File: config.mk
export PLATFORM = sky130hd
export DESIGN_NAME = bsin_dma
export DESIGN_NICKNAME = d
export VERILOG_FILES = /design/src/rtl/bsin_pkg.sv /design/src/rtl/bsin_regs.sv /design/src/rtl/bsin_fetch.sv /design/src/rtl/bsin_buf.sv /design/src/rtl/bsin_dma.sv
export SDC_FILE = /design/constraint.sdc
export NUM_CORES = 1
export LEC_CHECK = 0
export BUFFER_PORTS_ARGS = -buffer_cell sky130_fd_sc_hd__buf_2
export CORE_MARGIN = 1.5
export CORE_UTILIZATION = 35
export DETAILED_ROUTE_END_ITERATION = 8
export PLACE_DENSITY = 0.5
export RECOVER_POWER = 25
export SETUP_SLACK_MARGIN = 0.05
export SLEW_MARGIN = 20
export SYNTH_ARGS = -nofsm -noshare
export SYNTH_HDL_FRONTEND = slang
export SYNTH_SLANG_ARGS = --single-unit
File: constraint.sdc
create_clock -name clk_i -period 3.32 [get_ports clk_i]
set_input_delay 0.332 -clock clk_i [delete_from_list [all_inputs] [get_ports clk_i]]
set_output_delay 0.332 -clock clk_i [all_outputs]
set_load 0.05 [all_outputs]
File: src/rtl/bsin_pkg.sv
package bsin_pkg;
  localparam int unsigned REG_W = 32;

  typedef enum logic [1:0] {
    REG_ADDR  = 2'd0,
    REG_COUNT = 2'd1,
    REG_CTRL  = 2'd2,
    REG_STAT  = 2'd3
  } reg_sel_e;

  localparam int unsigned CTRL_MODE_BIT   = 0;
  localparam int unsigned CTRL_CODE_LSB   = 8;
  localparam int unsigned CTRL_STROBE_BIT = 16;

  typedef enum logic [1:0] {
    FS_IDLE = 2'd0,
    FS_REQ  = 2'd1,
    FS_DATA = 2'd2
  } fetch_state_e;
endpackage

File: src/rtl/bsin_regs.sv
module bsin_regs
  import bsin_pkg::*;
(
  input  logic             clk_i,
  input  logic             rst_ni,
  input  logic             we_i,
  input  logic [1:0]       sel_i,
  input  logic [REG_W-1:0] wdata_i,
  output logic [REG_W-1:0] rdata_o,
  input  logic             beat_i,
  input  logic             fetch_idle_i,
  input  logic             bufs_empty_i,
  output logic [REG_W-1:0] addr_o,
  output logic [REG_W-1:0] cnt_o,
  output logic             mode_o,
  output logic [7:0]       code_o,
  output logic             done_o
);
  logic [REG_W-1:0] addr_q, cnt_q;
  logic             mode_q, armed_q, done_q;
  logic [7:0]       code_q;
  logic             wr_addr, wr_cnt, wr_ctrl, wr_stat, set_done, clr_done;
  logic             unused_wbit;

  assign wr_addr  = we_i && (sel_i == REG_ADDR);
  assign wr_cnt   = we_i && (sel_i == REG_COUNT);
  assign wr_ctrl  = we_i && (sel_i == REG_CTRL);
  assign wr_stat  = we_i && (sel_i == REG_STAT);
  assign clr_done = wr_stat && wdata_i[0];
  assign unused_wbit = wdata_i[1];

  // mode 1 waits for drain, mode 0 fires on the last beat
  assign set_done = armed_q && (mode_q ? (cnt_q == '0 && fetch_idle_i && bufs_empty_i)
                                       : (beat_i && cnt_q == REG_W'(4)));

  always_ff @(posedge clk_i or negedge rst_ni) begin
    if (!rst_ni) begin
      addr_q  <= '0;
      cnt_q   <= '0;
      mode_q  <= 1'b0;
      armed_q <= 1'b0;
      done_q  <= 1'b0;
      code_q  <= '0;
    end else begin
      if (wr_addr)     addr_q <= {wdata_i[REG_W-1:2], 2'b00};
      else if (beat_i) addr_q <= addr_q + REG_W'(4);

      if (wr_cnt) begin
        cnt_q   <= {wdata_i[REG_W-1:2], 2'b00};
        armed_q <= |wdata_i[REG_W-1:2];
      end else begin
        if (beat_i)   cnt_q   <= cnt_q - REG_W'(4);
        if (set_done) armed_q <= 1'b0;
      end

      if (set_done)      done_q <= 1'b1;
      else if (clr_done) done_q <= 1'b0;

      if (wr_ctrl) begin
        if (wdata_i[CTRL_STROBE_BIT]) code_q <= wdata_i[CTRL_CODE_LSB +: 8];
        else                          mode_q <= wdata_i[CTRL_MODE_BIT];
      end
    end
  end

  always_comb begin
    rdata_o = '0;
    unique case (sel_i)
      REG_ADDR:  rdata_o = addr_q;
      REG_COUNT: rdata_o = cnt_q;
      REG_CTRL: begin
        rdata_o[CTRL_MODE_BIT]        = mode_q;
        rdata_o[CTRL_CODE_LSB +: 8]   = code_q;
      end
      default:   rdata_o[0] = done_q;
    endcase
  end

  assign addr_o = addr_q;
  assign cnt_o  = cnt_q;
  assign mode_o = mode_q;
  assign code_o = code_q;
  assign done_o = done_q;

  p_beat_nonzero_r4: assert property (@(posedge clk_i) disable iff (!rst_ni)
    beat_i |-> cnt_q != '0);
  p_clear_w1c_r8: assert property (@(posedge clk_i) disable iff (!rst_ni)
    (done_q && !clr_done) |=> done_q);
endmodule

File: src/rtl/bsin_fetch.sv
module bsin_fetch
  import bsin_pkg::*;
#(
  parameter int unsigned BUF_WORDS = 16,
  localparam int unsigned LW = $clog2(BUF_WORDS + 1),
  localparam int unsigned IW = $clog2(BUF_WORDS)
) (
  input  logic             clk_i,
  input  logic             rst_ni,
  input  logic [REG_W-1:0] addr_i,
  input  logic [REG_W-1:0] cnt_i,
  input  logic [1:0]       bank_empty_i,
  output logic             mem_req_o,
  output logic [REG_W-1:0] mem_addr_o,
  output logic [LW-1:0]    mem_len_o,
  input  logic             mem_gnt_i,
  input  logic             mem_valid_i,
  output logic             beat_o,
  output logic             fill_o,
  output logic             wr_sel_o,
  output logic [IW-1:0]    wr_idx_o,
  output logic [LW-1:0]    fill_len_o,
  output logic             idle_o
);
  fetch_state_e     state_q;
  logic             sel_q;
  logic [LW-1:0]    len_q, beat_q, len_d;
  logic [REG_W-3:0] words;
  logic             last_beat;
  logic [1:0]       unused_cnt;

  assign words      = cnt_i[REG_W-1:2];
  assign unused_cnt = cnt_i[1:0];
  assign len_d      = (words >= (REG_W-2)'(BUF_WORDS)) ? LW'(BUF_WORDS) : words[LW-1:0];
  assign beat_o     = (state_q == FS_DATA) && mem_valid_i;
  assign last_beat  = beat_o && (beat_q + LW'(1) == len_q);

  always_ff @(posedge clk_i or negedge rst_ni) begin
    if (!rst_ni) begin
      state_q <= FS_IDLE;
      sel_q   <= 1'b0;
      len_q   <= '0;
      beat_q  <= '0;
    end else begin
      unique case (state_q)
        FS_IDLE: if (cnt_i != '0 && bank_empty_i[sel_q]) begin
          len_q   <= len_d;
          beat_q  <= '0;
          state_q <= FS_REQ;
        end
        FS_REQ: if (mem_gnt_i) state_q <= FS_DATA;
        FS_DATA: if (beat_o) begin
          beat_q <= beat_q + LW'(1);
          if (last_beat) begin
            sel_q   <= ~sel_q;
            state_q <= FS_IDLE;
          end
        end
        default: state_q <= FS_IDLE;
      endcase
    end
  end

  assign mem_req_o  = (state_q == FS_REQ);
  assign mem_addr_o = addr_i;
  assign mem_len_o  = len_q;
  assign fill_o     = last_beat;
  assign wr_sel_o   = sel_q;
  assign wr_idx_o   = beat_q[IW-1:0];
  assign fill_len_o = len_q;
  assign idle_o     = (state_q == FS_IDLE);

  p_req_hold_r3: assert property (@(posedge clk_i) disable iff (!rst_ni)
    (mem_req_o && !mem_gnt_i) |=> mem_req_o && $stable(mem_addr_o) && $stable(mem_len_o));
  p_len_legal_r3: assert property (@(posedge clk_i) disable iff (!rst_ni)
    mem_req_o |-> (mem_len_o != '0 && mem_len_o <= LW'(BUF_WORDS)));
  p_req_aligned_r2: assert property (@(posedge clk_i) disable iff (!rst_ni)
    mem_req_o |-> mem_addr_o[1:0] == 2'b00);
endmodule

File: src/rtl/bsin_buf.sv
module bsin_buf #(
  parameter int unsigned BUF_WORDS = 16,
  parameter int unsigned DW        = 32,
  localparam int unsigned LW = $clog2(BUF_WORDS + 1),
  localparam int unsigned IW = $clog2(BUF_WORDS)
) (
  input  logic          clk_i,
  input  logic          rst_ni,
  input  logic          wr_en_i,
  input  logic          wr_sel_i,
  input  logic [IW-1:0] wr_idx_i,
  input  logic [DW-1:0] wr_data_i,
  input  logic          fill_i,
  input  logic [LW-1:0] fill_len_i,
  output logic          out_valid_o,
  output logic [DW-1:0] out_data_o,
  input  logic          out_ready_i,
  output logic [1:0]    empty_o
);
  logic          rd_sel_q;
  logic          pop;
  logic [1:0]    last_w;
  logic [DW-1:0] word [2];

  assign pop = out_valid_o && out_ready_i;

  for (genvar b = 0; b < 2; b++) begin : g_bank
    logic [DW-1:0] store_q [BUF_WORDS];
    logic [LW-1:0] lvl_q;
    logic [IW-1:0] ptr_q;
    logic          mine_wr, mine_rd;

    assign mine_wr = (wr_sel_i == 1'(b));
    assign mine_rd = (rd_sel_q == 1'(b));

    always_ff @(posedge clk_i) begin
      if (wr_en_i && mine_wr) store_q[wr_idx_i] <= wr_data_i;
    end

    always_ff @(posedge clk_i or negedge rst_ni) begin
      if (!rst_ni) begin
        lvl_q <= '0;
        ptr_q <= '0;
      end else if (fill_i && mine_wr) begin
        lvl_q <= fill_len_i;
        ptr_q <= '0;
      end else if (pop && mine_rd) begin
        if (last_w[b]) begin
          lvl_q <= '0;
          ptr_q <= '0;
        end else begin
          ptr_q <= ptr_q + IW'(1);
        end
      end
    end

    assign last_w[b]  = (LW'(ptr_q) + LW'(1) == lvl_q);
    assign empty_o[b] = (lvl_q == '0);
    assign word[b]    = store_q[ptr_q];
  end

  always_ff @(posedge clk_i or negedge rst_ni) begin
    if (!rst_ni)                    rd_sel_q <= 1'b0;
    else if (pop && last_w[rd_sel_q]) rd_sel_q <= ~rd_sel_q;
  end

  assign out_valid_o = !empty_o[rd_sel_q];
  assign out_data_o  = word[rd_sel_q];

  p_fill_into_empty_r3: assert property (@(posedge clk_i) disable iff (!rst_ni)
    wr_en_i |-> empty_o[wr_sel_i]);
  p_out_hold_r5: assert property (@(posedge clk_i) disable iff (!rst_ni)
    (out_valid_o && !out_ready_i) |=> out_valid_o && $stable(out_data_o));
endmodule

File: src/rtl/bsin_dma.sv
module bsin_dma
  import bsin_pkg::*;
#(
  parameter int unsigned BUF_WORDS = 16
) (
  input  logic                             clk_i,
  input  logic                             rst_ni,
  input  logic                             reg_we_i,
  input  logic [1:0]                       reg_sel_i,
  input  logic [31:0]                      reg_wdata_i,
  output logic [31:0]                      reg_rdata_o,
  output logic                             mem_req_o,
  output logic [31:0]                      mem_addr_o,
  output logic [$clog2(BUF_WORDS+1)-1:0]   mem_len_o,
  input  logic                             mem_gnt_i,
  input  logic                             mem_valid_i,
  input  logic [31:0]                      mem_rdata_i,
  output logic                             out_valid_o,
  output logic [31:0]                      out_data_o,
  input  logic                             out_ready_i,
  output logic [7:0]                       slice_code_o,
  output logic                             done_o,
  output logic                             irq_o
);
  localparam int unsigned LW = $clog2(BUF_WORDS + 1);
  localparam int unsigned IW = $clog2(BUF_WORDS);

  logic [REG_W-1:0] cur_addr, cur_cnt;
  logic             mode, beat, fill, wr_sel, fetch_idle;
  logic [IW-1:0]    wr_idx;
  logic [LW-1:0]    fill_len;
  logic [1:0]       bank_empty;

  bsin_regs i_regs (
    .clk_i        (clk_i),
    .rst_ni       (rst_ni),
    .we_i         (reg_we_i),
    .sel_i        (reg_sel_i),
    .wdata_i      (reg_wdata_i),
    .rdata_o      (reg_rdata_o),
    .beat_i       (beat),
    .fetch_idle_i (fetch_idle),
    .bufs_empty_i (&bank_empty),
    .addr_o       (cur_addr),
    .cnt_o        (cur_cnt),
    .mode_o       (mode),
    .code_o       (slice_code_o),
    .done_o       (done_o)
  );

  bsin_fetch #(.BUF_WORDS(BUF_WORDS)) i_fetch (
    .clk_i        (clk_i),
    .rst_ni       (rst_ni),
    .addr_i       (cur_addr),
    .cnt_i        (cur_cnt),
    .bank_empty_i (bank_empty),
    .mem_req_o    (mem_req_o),
    .mem_addr_o   (mem_addr_o),
    .mem_len_o    (mem_len_o),
    .mem_gnt_i    (mem_gnt_i),
    .mem_valid_i  (mem_valid_i),
    .beat_o       (beat),
    .fill_o       (fill),
    .wr_sel_o     (wr_sel),
    .wr_idx_o     (wr_idx),
    .fill_len_o   (fill_len),
    .idle_o       (fetch_idle)
  );

  bsin_buf #(.BUF_WORDS(BUF_WORDS), .DW(32)) i_buf (
    .clk_i       (clk_i),
    .rst_ni      (rst_ni),
    .wr_en_i     (beat),
    .wr_sel_i    (wr_sel),
    .wr_idx_i    (wr_idx),
    .wr_data_i   (mem_rdata_i),
    .fill_i      (fill),
    .fill_len_i  (fill_len),
    .out_valid_o (out_valid_o),
    .out_data_o  (out_data_o),
    .out_ready_i (out_ready_i),
    .empty_o     (bank_empty)
  );

  assign irq_o = done_o;

  p_done_at_zero_r6: assert property (@(posedge clk_i) disable iff (!rst_ni)
    $rose(done_o) |-> cur_cnt == '0);
  p_done_drained_r7: assert property (@(posedge clk_i) disable iff (!rst_ni)
    ($rose(done_o) && $past(mode)) |-> $past(&bank_empty) && $past(fetch_idle));
endmodule

Word level (Yosys, flattened, before mapping)
Memories as Yosys holds them, arrays and structs flattened.
Cells that the tools add are included.
- flip-flop bits (word level): 107
- bits in writable memories: 1024
- word-level logic and storage cells: 138
- memories kept: 2
- memory list (name ; depth ; bits a word ; rd ports ; clocked after memory_dff ; wr ports ; RTL line ; RTL):
    i_buf.g_bank[0].store_q ; 16 ; 32 ; 1 ; 0 ; 1 ; bsin_buf.sv:28 ; logic [DW-1:0] store_q [BUF_WORDS];
    i_buf.g_bank[1].store_q ; 16 ; 32 ; 1 ; 0 ; 1 ; bsin_buf.sv:28 ;
- $add $sub $neg: 7
- magnitude comparators: 4
- equality and inequality tests: 13
- multiplexer cells: 47
- bitwise operators: 4
- reduce and logical (&&, ||, !) cells: 46
- operators with widths (operator ; count):
    32-bit two-way mux ; 7
    5-bit two-way mux ; 9
    32-bit by 3-bit adder with 32-bit output (second input constant) ; 1
    32-bit by 3-bit equality test with 1-bit output (second input constant) ; 1
    32-bit logical NOT ; 1
    16-bit one-hot mux with 2 select lines ; 1
    32-bit nonzero test ; 1
    32-bit by 3-bit subtractor with 32-bit output (second input constant) ; 1
    30-bit by 5-bit >= comparator with 1-bit output (second input constant) ; 1
    30-bit OR reduction ; 1
    4-bit two-way mux ; 6
    8-bit one-hot mux with 3 select lines ; 1
    1-bit logical AND ; 20
    2-bit nonzero test ; 9
    5-bit equality test ; 3
    1-bit two-way mux ; 15
    7-bit one-hot mux with 2 select lines ; 1
    2-bit AND reduction ; 6
    4-bit by 1-bit adder with 5-bit output (second input constant) ; 2
    5-bit logical NOT ; 2
    5-bit one-hot mux with 2 select lines ; 1
    4-bit by 1-bit adder with 4-bit output (second input constant) ; 2
    2-bit two-way mux ; 4
    2-bit by 1-bit != test with 1-bit output (second input constant) ; 4
    other kinds (13) ; 21

Longest topological paths before layout
Gate-level depths: netlist of run 1.
- depth in word-level cells: 8
- gate-level depth with buffers: 9

Modules after synthesis
A second synthesis of run 1 with hierarchy kept.
- cells, all modules: 2714
- area, all modules: 46090.5 um^2
- modules (own cells, without submodules) (module ; times used ; cells an instance ; area an instance (um^2) ; seq. area each (um^2)):
    bsin_buf ; 1 ; 2066 ; 40410.0 ; 31224.9
    bsin_regs ; 1 ; 514 ; 4468.0 ; 1776.7
    bsin_fetch ; 1 ; 132 ; 1198.6 ; 325.3
    bsin_dma ; 1 ; 2 ; 13.8 ; 0.0

Least setup slack after synthesis of run 1
No wires, ideal clock.
- kind: reg-to-reg
- start point: reg i_fetch.state_q[0]
- end point: mem i_buf.g_bank[0].store_q[15][0], enable pin
- setup time: 0.461 ns
- arrival time: 3.139 ns
- required time: 2.859 ns
- setup slack: -0.280 ns
- cell stages (with the launch flop): 4
- path buffers: 1
- period minus slack after synthesis: 3.600 ns
- cells stage by stage: dfrtp_1 -> nand3b_1 -> clkbuf_1 -> nor3_1
- cells in the longest elaborated chain, start to end: 5
- RTL lines (what ; RTL line ; RTL):
    from (decl) ; bsin_fetch.sv:25 ; fetch_state_e state_q;
    from (signal assigned) ; bsin_fetch.sv:40 ; state_q <= FS_IDLE;
    from (signal assigned) ; bsin_fetch.sv:49 ; state_q <= FS_REQ;
    from (signal assigned) ; bsin_fetch.sv:51 ; FS_REQ: if (mem_gnt_i) state_q <= FS_DATA;
    2-bit equality test ; bsin_fetch.sv:35 ; assign beat_o = (state_q == FS_DATA) && mem_valid_i;
    1-bit logical AND ; bsin_fetch.sv:35 ;
    1-bit logical AND ; bsin_buf.sv:37 ; if (wr_en_i && mine_wr) store_q[wr_idx_i] <= wr_data_i;
    1-bit two-way mux ; bsin_buf.sv:37 ;
    1-bit two-way mux (not written as such) ; bsin_buf.sv:37 ;
    to (decl) ; bsin_buf.sv:28 ;
Every way passes these cells.

Final worst setup path of run 1
- start point: reg i_buf.g_bank[0].ptr_q[0]
- end point: out out_data_o[30]
- cells in the longest elaborated chain, start to end: 4
- RTL lines (what ; RTL line ; RTL):
    from (decl) ; bsin_buf.sv:30 ; logic [IW-1:0] ptr_q;
    from (signal assigned) ; bsin_buf.sv:52 ; ptr_q <= ptr_q + IW'(1);
    memory 16 x 32 bit ; -- ;
    32-bit two-way mux (not written as such) (3 in a row) ; bsin_buf.sv:68 ; assign out_data_o = word[rd_sel_q];
    to (decl) ; bsin_dma.sv:19 ; output logic [31:0] out_data_o,
Every way passes these cells. The select of a mux whose other input is x is not followed.

==> impl_metrics.csv, run 1 <==
group,metric,value,unit
drt,viasPerCell,5.32,
run_status,outcome,"finished with violations",
global_routing,grt.total_usage,0.185,
die,ios,185,
worst_setup_path,critical_path_peak_fanout,7,
synth,ys_warn_count,0,
sta,slew_violations,0,
cts,root_buffer,"clkbuf_16",
die,die_h,362,µm
synth,ys_seq_area_frac,0.738,
sta,setup_tns,-721,ps
global_routing,grt-ovfl-total,0,
run_status,violations,"setup timing",
synth,ys_ff_latch,1127,
drt,drc_errors,0,
cts,clock_sinks,1127,
sta,hold_viol_final,0,
sta,setup_violations,23,
worst_setup_path,critPathLaunchType,"flip-flop",
synth,syn-instance-count,2280,
global_routing,grt_max_degree,81,
synth,synthFlopType,"edfxtp_1",
global_routing,grt_pass1_wl,173000,µm
synth,post_synth.cell_area_avg,19.8,µm²
die,num_rows,131,
drt,wl_per_cell,27.8,µm
sta,period_minus_slack,3410,ps
placement,post-place-ws,415,ps
cells_and_area,fin_area,54500,µm²
sta,tightest_slew,1280,ps
die,start_util,0.353,
drt,wl,123000,µm
sta,grt_setup_unrepaired,"yes",
drt,drt_iter0_markers,2334,
drt,drt_first_pass_iters,5,
cts,clk_pin_slew,60,ps
cts,numCtsBuffers,115,
placement,portBuffers,180,
synth,async_reset_ff_frac,0.0914,
drt,vias,23392,
sta,clock.fmax,0.294,GHz
drt,ant_nets,0,
hold_path,holdCritPathClass,"input pin to flip-flop",
cts,h-tree-depth,3,
global_routing,antenna_found_initial,7,
placement,place.gp.congestion,0.825,
cts,cts_tree,"done",
power_and_ir_drop,p_leak,17.6,nW
global_routing,grt_pass1_vias,24212,
synth,ys_types,58,
worst_setup_path,critPathKind,"flip-flop to output port",
synth,syn_area,45100,µm²
cells_and_area,syn_to_final_growth,20.8,%
die,die_w,362,µm
cts,clock_tree.buffer_depth,3,
placement,place_area,49200,µm²
die,core_area,128000,µm²
cells_and_area,drive_above_1_share,0.327,
sta,fin_crit_sh,1.03,
power_and_ir_drop,ir_drop,0.000410,V
cts,clkLatencyLatePin,720,ps
sta,fin_ws,-86.0,ps
die,dieArea,131000,µm²
cells_and_area,seq_area,33400,µm²
job,maxCapViolCount,0,
cells_and_area,fillerInstances,11075,
cells_and_area,multi_input_area,11700,µm²
sta,relSlewSlack,0.146,
worst_setup_path,end_kind,"output port",
synth,synth-edff-count,1024,
power_and_ir_drop,powerDensity,655,nW/µm²
placement,dp_hpwl,67900,µm
worst_setup_path,worstPathRequired,2990,ps
cells_and_area,final_nets,2720,
sta,skew,24.0,ps
worst_setup_path,critical_path_arrival,3070,ps
routing by layer:
metal,vias to the layer above,share of wire,track usage
met4,8,0.020,0.0505
met2,641,0.52,0.322
li1,10039,-,-
met3,142,0.056,0.0340
met1,12562,0.40,0.238
met5,-,0.00032,0
final timing paths:
| path | start | end | slack, ps | cells past startpoint |
|---|---|---|---|---|
| worst max-delay path | i_buf.g_bank[0].ptr_q[0] | out_data_o[30] | -90 | 8 |
| worst min-delay path | out_ready_i | i_buf.g_bank[1].ptr_q[1] | 120 | 4 |
| worst max register to register | i_regs.cnt_o[17] | i_fetch.beat_q[1] | 480 | 5 |
| worst min register to register | i_regs.armed_q | i_regs.done_o | 520 | 1 |
| max in group asynchronous | rst_ni | i_regs.cnt_o[15] | 2360 | 3 |
| min in group asynchronous | rst_ni | i_regs.cnt_o[2] | 200 | 2 |
registers in the layout, summed over array words and instances (netlist names), 2 cells and up:
| signal | count |
|---|---|
| i_fetch.beat_q | 5 |
| i_buf.g_bank.lvl_q | 10 |
| i_regs.cnt_o | 30 |
| i_fetch.state_q | 2 |
| i_buf.g_bank.store_q | 1024 |
| i_fetch.fill_len_o | 5 |
| i_regs.code_o | 8 |
| i_buf.g_bank.ptr_q | 8 |
| i_regs.addr_o | 30 |
layout by cell type, fill, tap and decap left out, drive strengths merged, types with 6 or more instances in the layout:
master,synthesis,final
edfxtp,1024,1024
mux4,320,320
buf,31,294
nand2,206,206
clkbuf,87,167
dfrtp,103,103
o21ai,86,86
nor2,75,75
clkinv,0,55
xnor2,51,51
mux2i,38,38
dlygate4sd3,0,34
nor4,34,34
nor3,24,24
xor2,23,23
nand3,21,21
inv,17,21
nand4,13,13
bufinv,0,12
nor2b,10,10
a21oi,10,10
and3,10,10
ha,10,10
mux2,9,9
nor3b,9,9
a22o,8,8
or4,8,8
nand2b,6,6
a31oi,6,6
clkinvlp,0,6
cell usage after synthesis, types with 4 or more instances:
library cell,number,area [µm²]
and3_1,10,62.6
a31oi_1,6,37.5
and4_1,4,35.0
or4_1,5,37.5
buf_1,25,93.8
nor2_1,75,282
inv_1,16,60.1
dfrtp_1,103,2580
nand3_1,21,105
xor2_1,23,201
nor2b_1,10,62.6
nand2b_1,6,37.5
edfxtp_1,1024,30700
nor3b_1,9,67.6
nor3_1,23,115
a22o_1,8,70.1
mux2i_1,38,380
buf_4,4,30.0
nand4_1,13,81.3
nand2_1,206,773
mux4_2,320,7210
ha_1,10,125
xnor2_1,51,447
mux2_2,9,101
nor4_1,31,194
clkbuf_1,87,327
o21ai_0,85,425
a21oi_1,10,50.1
area by class of cell:
| class | instances | area share |
|---|---|---|
| Clock inverter | 77 | 0.0132 |
| Inverter | 17 | 0.00117 |
| Clock buffer | 138 | 0.0550 |
| Multi-Input combinational cell | 1020 | 0.215 |
| Timing Repair Buffer | 357 | 0.0659 |
| Antenna cell | 2 | 0.0000918 |
| Tap cell | 1662 | 0.0382 |
| Sequential cell | 1127 | 0.612 |
logic make-up (layout without fill, tap and decap cells):
kind of cell             after synthesis  in the layout  synth area share
AND/OR/NAND/NOR                      437            437            0.0459
XOR/XNOR                              74             74            0.0144
AO/OA/AOI/OAI                        129            129            0.0164
flip-flops                          1127           1127             0.738
other                                  1              5         0.0000831
multiplexers                         367            367             0.170
buffers and inverters                135            589            0.0118
adder cells (fa/ha/maj)               10             10           0.00277
stage by stage:
step	utilization	hold slack (ps)	cells	total power [mW]
floorplan	-	36.4	2282	20.4
global placement	0.385	396	4105	22.3
detailed placement	0.385	411	4105	22.4
CTS	0.425	53.2	4384	36.1
global route	0.427	139	4398	37.0
finish	0.427	121	4400	35.7
worst max-delay path: stages (launching register included):
cell     delay (ps)
dfrtp_4         480
buf_12          180
buf_12          130
buf_16          130
mux4_2          500
mux4_2          500
nand2_2         130
nand2_4         120
buf_8           170
report_power, final:
part | internal (mW) | switching (mW) | total (mW)
clock | 7.35 | 5.44 | 12.8
sequential | 15.8 | 0.393 | 16.2
combinational | 2.92 | 3.80 | 6.72
what timing repair did:
| item | CTS | global route |
|---|---|---|
| gates resized for setup | 134 | 23 |
| pin swaps | 1 | 2 |
| cloned | 11 | 7 |
| hold endpoints to repair | 119 | 0 |
| setup endpoints to repair | 32 | 32 |
| buffers inserted | 19 | 7 |
| hold buffers | 34 | 0 |
No activity file was read; power rests on OpenSTA's default activity.
==> run 2, diff against run 1 <==
--- a/config.mk
+++ b/config.mk
@@ -6,11 +6,13 @@
 export NUM_CORES = 1
 export LEC_CHECK = 0
 export BUFFER_PORTS_ARGS = -buffer_cell sky130_fd_sc_hd__buf_2
+export CORE_ASPECT_RATIO = 1.4
 export CORE_MARGIN = 1.5
 export CORE_UTILIZATION = 35
 export DETAILED_ROUTE_END_ITERATION = 8
+export GPL_TIMING_DRIVEN = 1
 export PLACE_DENSITY = 0.5
-export RECOVER_POWER = 25
+export RECOVER_POWER = 50
 export SETUP_SLACK_MARGIN = 0.05
 export SLEW_MARGIN = 20
 export SYNTH_ARGS = -nofsm -noshare
==> run 2 against run 1 <==
Against the previous run:
- the run ends with capacitance limit, slew limit, setup timing left
- cell area fell by 1.3%
- register-to-register slack worse by 130 ps
- setup slack improved by 17 ps
- critical path depth stayed put
- combinational power rose by 3%
- routed wire length rose by 0.91%
- via count is 0.24% lower
- global-route usage rose by 0.37 points
- first-iteration DRC count fell by 30%
- utilization shrank 0.58 points
- power fell by 1.9%
- final cell count decreased by 1.3%
- critical path type unchanged
- critical endpoint is now out_data_o[22]
==> impl_metrics.csv, run 2 (synthesis results as in run 1) <==
group,metric,value,unit
cts,root_buffer,"clkbuf_16",
placement,place_inst,4076,
sta,slew_violations,128,
die,core_area,128000,µm²
global_routing,grt.total_usage,0.189,
cts,cts_tree,"done",
placement,portBuffers,180,
power_and_ir_drop,powerDensity,651,nW/µm²
worst_setup_path,end_kind,"output port",
cts,numCtsBuffers,111,
run_status,outcome,"finished with violations",
worst_setup_path,critPathKind,"flip-flop to output port",
power_and_ir_drop,p_total,35.1,mW
global_routing,grt_pass1_vias,24908,
die,die_w,307,µm
cells_and_area,multi_input_area,11600,µm²
power_and_ir_drop,p_leak,17.2,nW
global_routing,grt_pass1_wl,177000,µm
sta,fin_crit_sh,1.02,
placement,place_area,49000,µm²
worst_setup_path,critical_path_arrival,3060,ps
worst_setup_path,worstPathRequired,2990,ps
drt,drt_iter0_markers,1624,
placement,post-place-ws,325,ps
power_and_ir_drop,ir_drop,0.000406,V
drt,wl,124000,µm
run_status,violations,"capacitance limit, slew limit, setup timing",
cts,h-tree-depth,3,
cells_and_area,final_cell_mix,"edfxtp_1, mux4_2, nand2_1",
global_routing,grt-ovfl-total,0,
die,die_h,428,µm
drt,drt_first_pass_iters,5,
cells_and_area,layout.cells.non_filler,4342,
cells_and_area,seq_area,33400,µm²
cts,clkLatencyLatePin,700,ps
global_routing,grt_max_degree,69,
sta,setup_tns,-507,ps
job,maxCapViolCount,3,
drt,wl_per_cell,28.5,µm
die,start_util,0.353,
drt,drc_errors,0,
sta,skew,21.1,ps
sta,hold_slack,58.1,ps
cts,clock_sinks,1127,
sta,clock.fmax,0.295,GHz
worst_setup_path,critPathLaunchType,"flip-flop",
cells_and_area,final_nets,2699,
sta,fin_ws,-68.6,ps
die,num_rows,155,
drt,vias,23336,
cells_and_area,largest_reg_flops,1024,
cts,clk_pin_slew,60,ps
drt,viasPerCell,5.37,
placement,place.gp.congestion,0.842,
drt,ant_nets,0,
placement,dp_hpwl,69200,µm
sta,tightest_slew,2010,ps
cells_and_area,largest-register,"i_buf.g_bank.store_q",
cts,clock_tree.buffer_depth,3,
global_routing,antenna_found_initial,2,
cells_and_area,fillerInstances,11080,
sta,hold_viol_final,0,
sta,relSlewSlack,-0.337,
cells_and_area,drive_above_1_share,0.300,
sta,grt_setup_unrepaired,"yes",
cells_and_area,syn_to_final_growth,19.2,%
cells_and_area,final_common_cell,"edfxtp_1",
die,ios,185,
cells_and_area,final_core_util,0.421,
cells_and_area,fin_area,53800,µm²
hold_path,holdCritPathClass,"input pin to flip-flop",
sta,period_minus_slack,3390,ps
die,dieArea,131000,µm²
worst_setup_path,critical_path_peak_fanout,7,
sta,setup_violations,16,
-- run 2: worst paths after layout --
check / start / endpoint / slack [ps] / cells past startpoint
setup / recovery: i_buf.g_bank[1].ptr_q[0] / out_data_o[22] / -70 / 8
hold / removal: out_ready_i / i_buf.g_bank[1].mine_rd / 60 / 4
setup reg to reg: i_buf.g_bank[1].ptr_q[0] / i_buf.g_bank[1].lvl_q[4] / 350 / 8
hold reg to reg: i_regs.armed_q / i_regs.done_o / 500 / 1
max in group asynchronous: rst_ni / i_regs.code_o[1] / 870 / 3
min in group asynchronous: rst_ni / i_regs.addr_o[17] / 560 / 2
-- run 2: layer usage --
metal | up-vias | share of wire | track usage
met3 | 151 | 0.051 | 0.0274
li1 | 9951 | - | -
met4 | 2 | 0.022 | 0.0539
met1 | 12536 | 0.40 | 0.241
met2 | 696 | 0.53 | 0.334
met5 | - | 0.00011 | 0
-- run 2: final cells by class --
cell class,instances,area share
sequential,1127,0.620
multi-input combinational,1020,0.216
timing repair buffer,340,0.0623
clock buffer,136,0.0538
tap,1648,0.0383
clock inverter,53,0.00851
inverter,17,0.00119
antenna,1,0.0000465
-- run 2: worst max-delay path, cell delays in order, from the launching register on --
cell and delay, ps:
dfrtp_4 460, buf_12 150, buf_16 180, buf_12 150, mux4_2 490, mux4_2 540, nand2_2 120, nand2_4 80
buf_8 160
-- run 2: power by group --
| part | switching (mW) | internal (mW) |
|---|---|---|
| sequential | 0.400 | 15.8 |
| clock | 5.23 | 6.68 |
| combinational | 3.92 | 3.00 |
-- run 2: what timing repair did --
action                     CTS  global route
hold buffers                34             0
buffers inserted            23             3
setup endpoints to repair   32            32
resized for setup          112            32
pin swaps                    5             2
cloned                      10             6
hold endpoints to repair   126             0
==> run 3, diff against run 2 <==
--- a/config.mk
+++ b/config.mk
@@ -6,12 +6,14 @@
 export NUM_CORES = 1
 export LEC_CHECK = 0
 export BUFFER_PORTS_ARGS = -buffer_cell sky130_fd_sc_hd__buf_2
+export CELL_PAD_IN_SITES_DETAIL_PLACEMENT = 1
+export CELL_PAD_IN_SITES_GLOBAL_PLACEMENT = 1
 export CORE_ASPECT_RATIO = 1.4
 export CORE_MARGIN = 1.5
 export CORE_UTILIZATION = 35
 export DETAILED_ROUTE_END_ITERATION = 8
 export GPL_TIMING_DRIVEN = 1
-export PLACE_DENSITY = 0.5
+export PLACE_DENSITY = 0.56
 export RECOVER_POWER = 50
 export SETUP_SLACK_MARGIN = 0.05
 export SLEW_MARGIN = 20
==> run 3 against run 2 <==
Against the previous run:
- the run still ends with capacitance limit, slew limit, setup timing left
- critical endpoint is now out_data_o[28]
- register-to-register slack lost 80 ps
- sequential share of layout area shrank 0.90 points
- final cell count grew 1.2%
- first-iteration DRC count grew 34%
- routed wire length grew 5.6%
==> impl_metrics.csv, run 3 (synthesis results as in run 1) <==
group,metric,value,unit
drt,drt_iter0_markers,2171,
placement,dp_hpwl,75200,µm
worst_setup_path,worstPathRequired,2990,ps
cells_and_area,drive_above_1_share,0.324,
hold_path,holdCritPathClass,"input pin to flip-flop",
power_and_ir_drop,p_total,35.9,mW
drt,wl_per_cell,29.7,µm
power_and_ir_drop,powerDensity,657,nW/µm²
drt,viasPerCell,5.41,
sta,hold_viol_final,0,
worst_setup_path,crit_start,"i_buf.g_bank[0].ptr_q[0]",
sta,clock.fmax,0.292,GHz
worst_setup_path,critical_path_peak_fanout,6,
sta,fin_crit_sh,1.03,
job,maxCapViolCount,1,
placement,place.gp.congestion,0.822,
cts,h-tree-depth,3,
worst_setup_path,critPathKind,"flip-flop to output port",
drt,ant_nets,0,
die,dieArea,131000,µm²
placement,portBuffers,180,
drt,vias,23774,
die,die_h,428,µm
power_and_ir_drop,swShare,0.275,
worst_setup_path,end_kind,"output port",
run_status,violations,"capacitance limit, slew limit, setup timing",
die,core_area,128000,µm²
power_and_ir_drop,power_frac_comb,0.195,
worst_setup_path,critPathLaunchType,"flip-flop",
cells_and_area,seq_area,33400,µm²
die,num_rows,155,
sta,slew_violations,46,
sta,hold_slack,104,ps
cells_and_area,final_nets,2739,
worst_setup_path,critPathSlowestCell,"dfrtp_4",
cts,cts_tree,"done",
cts,clock_tree.buffer_depth,3,
sta,fin_ws,-102,ps
sta,tightest_slew,2690,ps
cells_and_area,largest_reg_flops,1024,
cts,root_buffer,"clkbuf_16",
global_routing,grt-ovfl-total,0,
drt,drt_first_pass_iters,5,
cells_and_area,fillerInstances,12038,
sta,relSlewSlack,-0.794,
power_and_ir_drop,switchingPower,9.86,mW
run_status,outcome,"finished with violations",
worst_setup_path,crit_top_cell,"buf_12",
worst_setup_path,crit_family,"multiplexers",
hold_path,hold_start,"out_ready_i",
global_routing,grt_pass1_wl,189000,µm
power_and_ir_drop,ir_drop,0.000524,V
cells_and_area,syn_to_final_growth,21.0,%
worst_setup_path,critical_path_arrival,3090,ps
global_routing,grt_max_degree,60,
cts,numCtsBuffers,109,
cells_and_area,final_common_cell,"edfxtp_1",
placement,post-place-ws,355,ps
die,start_util,0.353,
worst_setup_path,timing.rr.start,"i_buf.g_bank[1].ptr_q[0]",
cells_and_area,multi_input_area,11700,µm²
worst_setup_path,cp_num_buf_inv,4,
cts,clk_pin_slew,70,ps
cells_and_area,final_cell_mix,"edfxtp_1, mux4_2, nand2_1",
drt,drc_errors,0,
cts,clkLatencyLatePin,740,ps
global_routing,grt.total_usage,0.201,
sta,period_minus_slack,3420,ps
power_and_ir_drop,p_int,26.0,mW
sta,grt_setup_unrepaired,"yes",
sta,skew,26.6,ps
cts,clock_sinks,1127,
power_and_ir_drop,p_seq_frac,0.453,
cells_and_area,largest-register,"i_buf.g_bank.store_q",
worst_setup_path,cp_cell_sequence,"buf_12 -> buf_12 -> buf_12 -> mux4_2 -> mux4_2 -> nand2_2 -> nand2_2 -> buf_12",
global_routing,grt_pass1_vias,26258,
power_and_ir_drop,power.clock.fraction,0.352,
global_routing,antenna_found_initial,6,
sta,setup_violations,30,
worst_setup_path,slowest_delay,510,ps
drt,wl,131000,µm
power_and_ir_drop,p_leak,17.6,nW
cells_and_area,diodes,0,
die,die_w,307,µm
die,ios,185,
==> run 3: cell count changes in the layout (fill, tap and decap cells not counted), moves of 7 or more <==
| cell | delta |
|---|---|
| nand2_4 | +8 |
| nand2_2 | +16 |
| nand2_1 | -24 |
| clkinv_2 | +7 |
| buf_12 | +15 |
| buf_4 | +34 |
==> run 3: repair_timing <==
action / CTS / global route
endpoints found under the hold margin: 117 / 0
hold buffers: 34 / 0
setup buffers: 35 / 16
resized for setup: 179 / 29
pin swaps: 18 / 11
gates cloned: 12 / 2
setup endpoints to repair: 32 / 32
==> run 3: per-layer routing <==
layer | global-route usage | vias to the layer above | routed length [µm]
li1 | - | 10045 | -
met4 | 0.0641 | 6 | 3530
met2 | 0.356 | 621 | 69000
met1 | 0.254 | 12917 | 52300
met5 | 0 | - | 33
met3 | 0.0279 | 185 | 5690
==> run 3: cell type report <==
| class | instances | area share |
|---|---|---|
| clock buffers | 126 | 0.0519 |
| clock inverters | 75 | 0.0135 |
| inverters | 17 | 0.00117 |
| multi-input cells | 1020 | 0.215 |
| flip-flops and latches | 1127 | 0.611 |
| well taps | 1648 | 0.0378 |
| repair buffers | 382 | 0.0699 |
==> run 3: worst paths after layout <==
kind | endpoint | slack, ps | cells after the start
setup reg to reg | i_buf.g_bank[1].lvl_q[4] | 270 | 9
min in group asynchronous | i_regs.addr_o[27] | 970 | 2
hold / removal | i_buf.g_bank[1].ptr_q[1] | 100 | 4
max in group asynchronous | i_buf.g_bank[1].ptr_q[3] | 430 | 2
setup / recovery | out_data_o[28] | -100 | 8
hold reg to reg | i_regs.done_o | 530 | 1
==> run 3: power by group through the flow <==
stage / logic [mW] / clock network (mW) / registers, mW
global placement: 5.86 / 0 / 16.6
floorplan: 3.71 / 0 / 16.7
detailed placement: 5.96 / 0 / 16.6
finish: 7.01 / 12.6 / 16.2
global route: 7.44 / 13.4 / 16.3
CTS: 6.91 / 13.0 / 16.2
==> run 3: per-stage QoR <==
step / utilization / area, µm² / instances / TNS (ps)
after floorplan: - / 45200 / 2282 / -17950
after global placement: 0.385 / 49200 / 4098 / 0
after detailed placement: 0.385 / 49200 / 4098 / 0
after CTS: 0.426 / 54400 / 4379 / -3910
after global routing: 0.427 / 54600 / 4395 / -4000
final: 0.427 / 54600 / 4395 / -1280
==> run 3: worst register-to-register path, stage by stage (launching register included) <==
cell	delay, ps
dfrtp_4	500
buf_12	160
clkbuf_4	190
buf_4	190
ha_1	250
nor2b_1	160
or4_1	430
a311oi_1	550
a2bb2oi_1	260
a22o_1	240
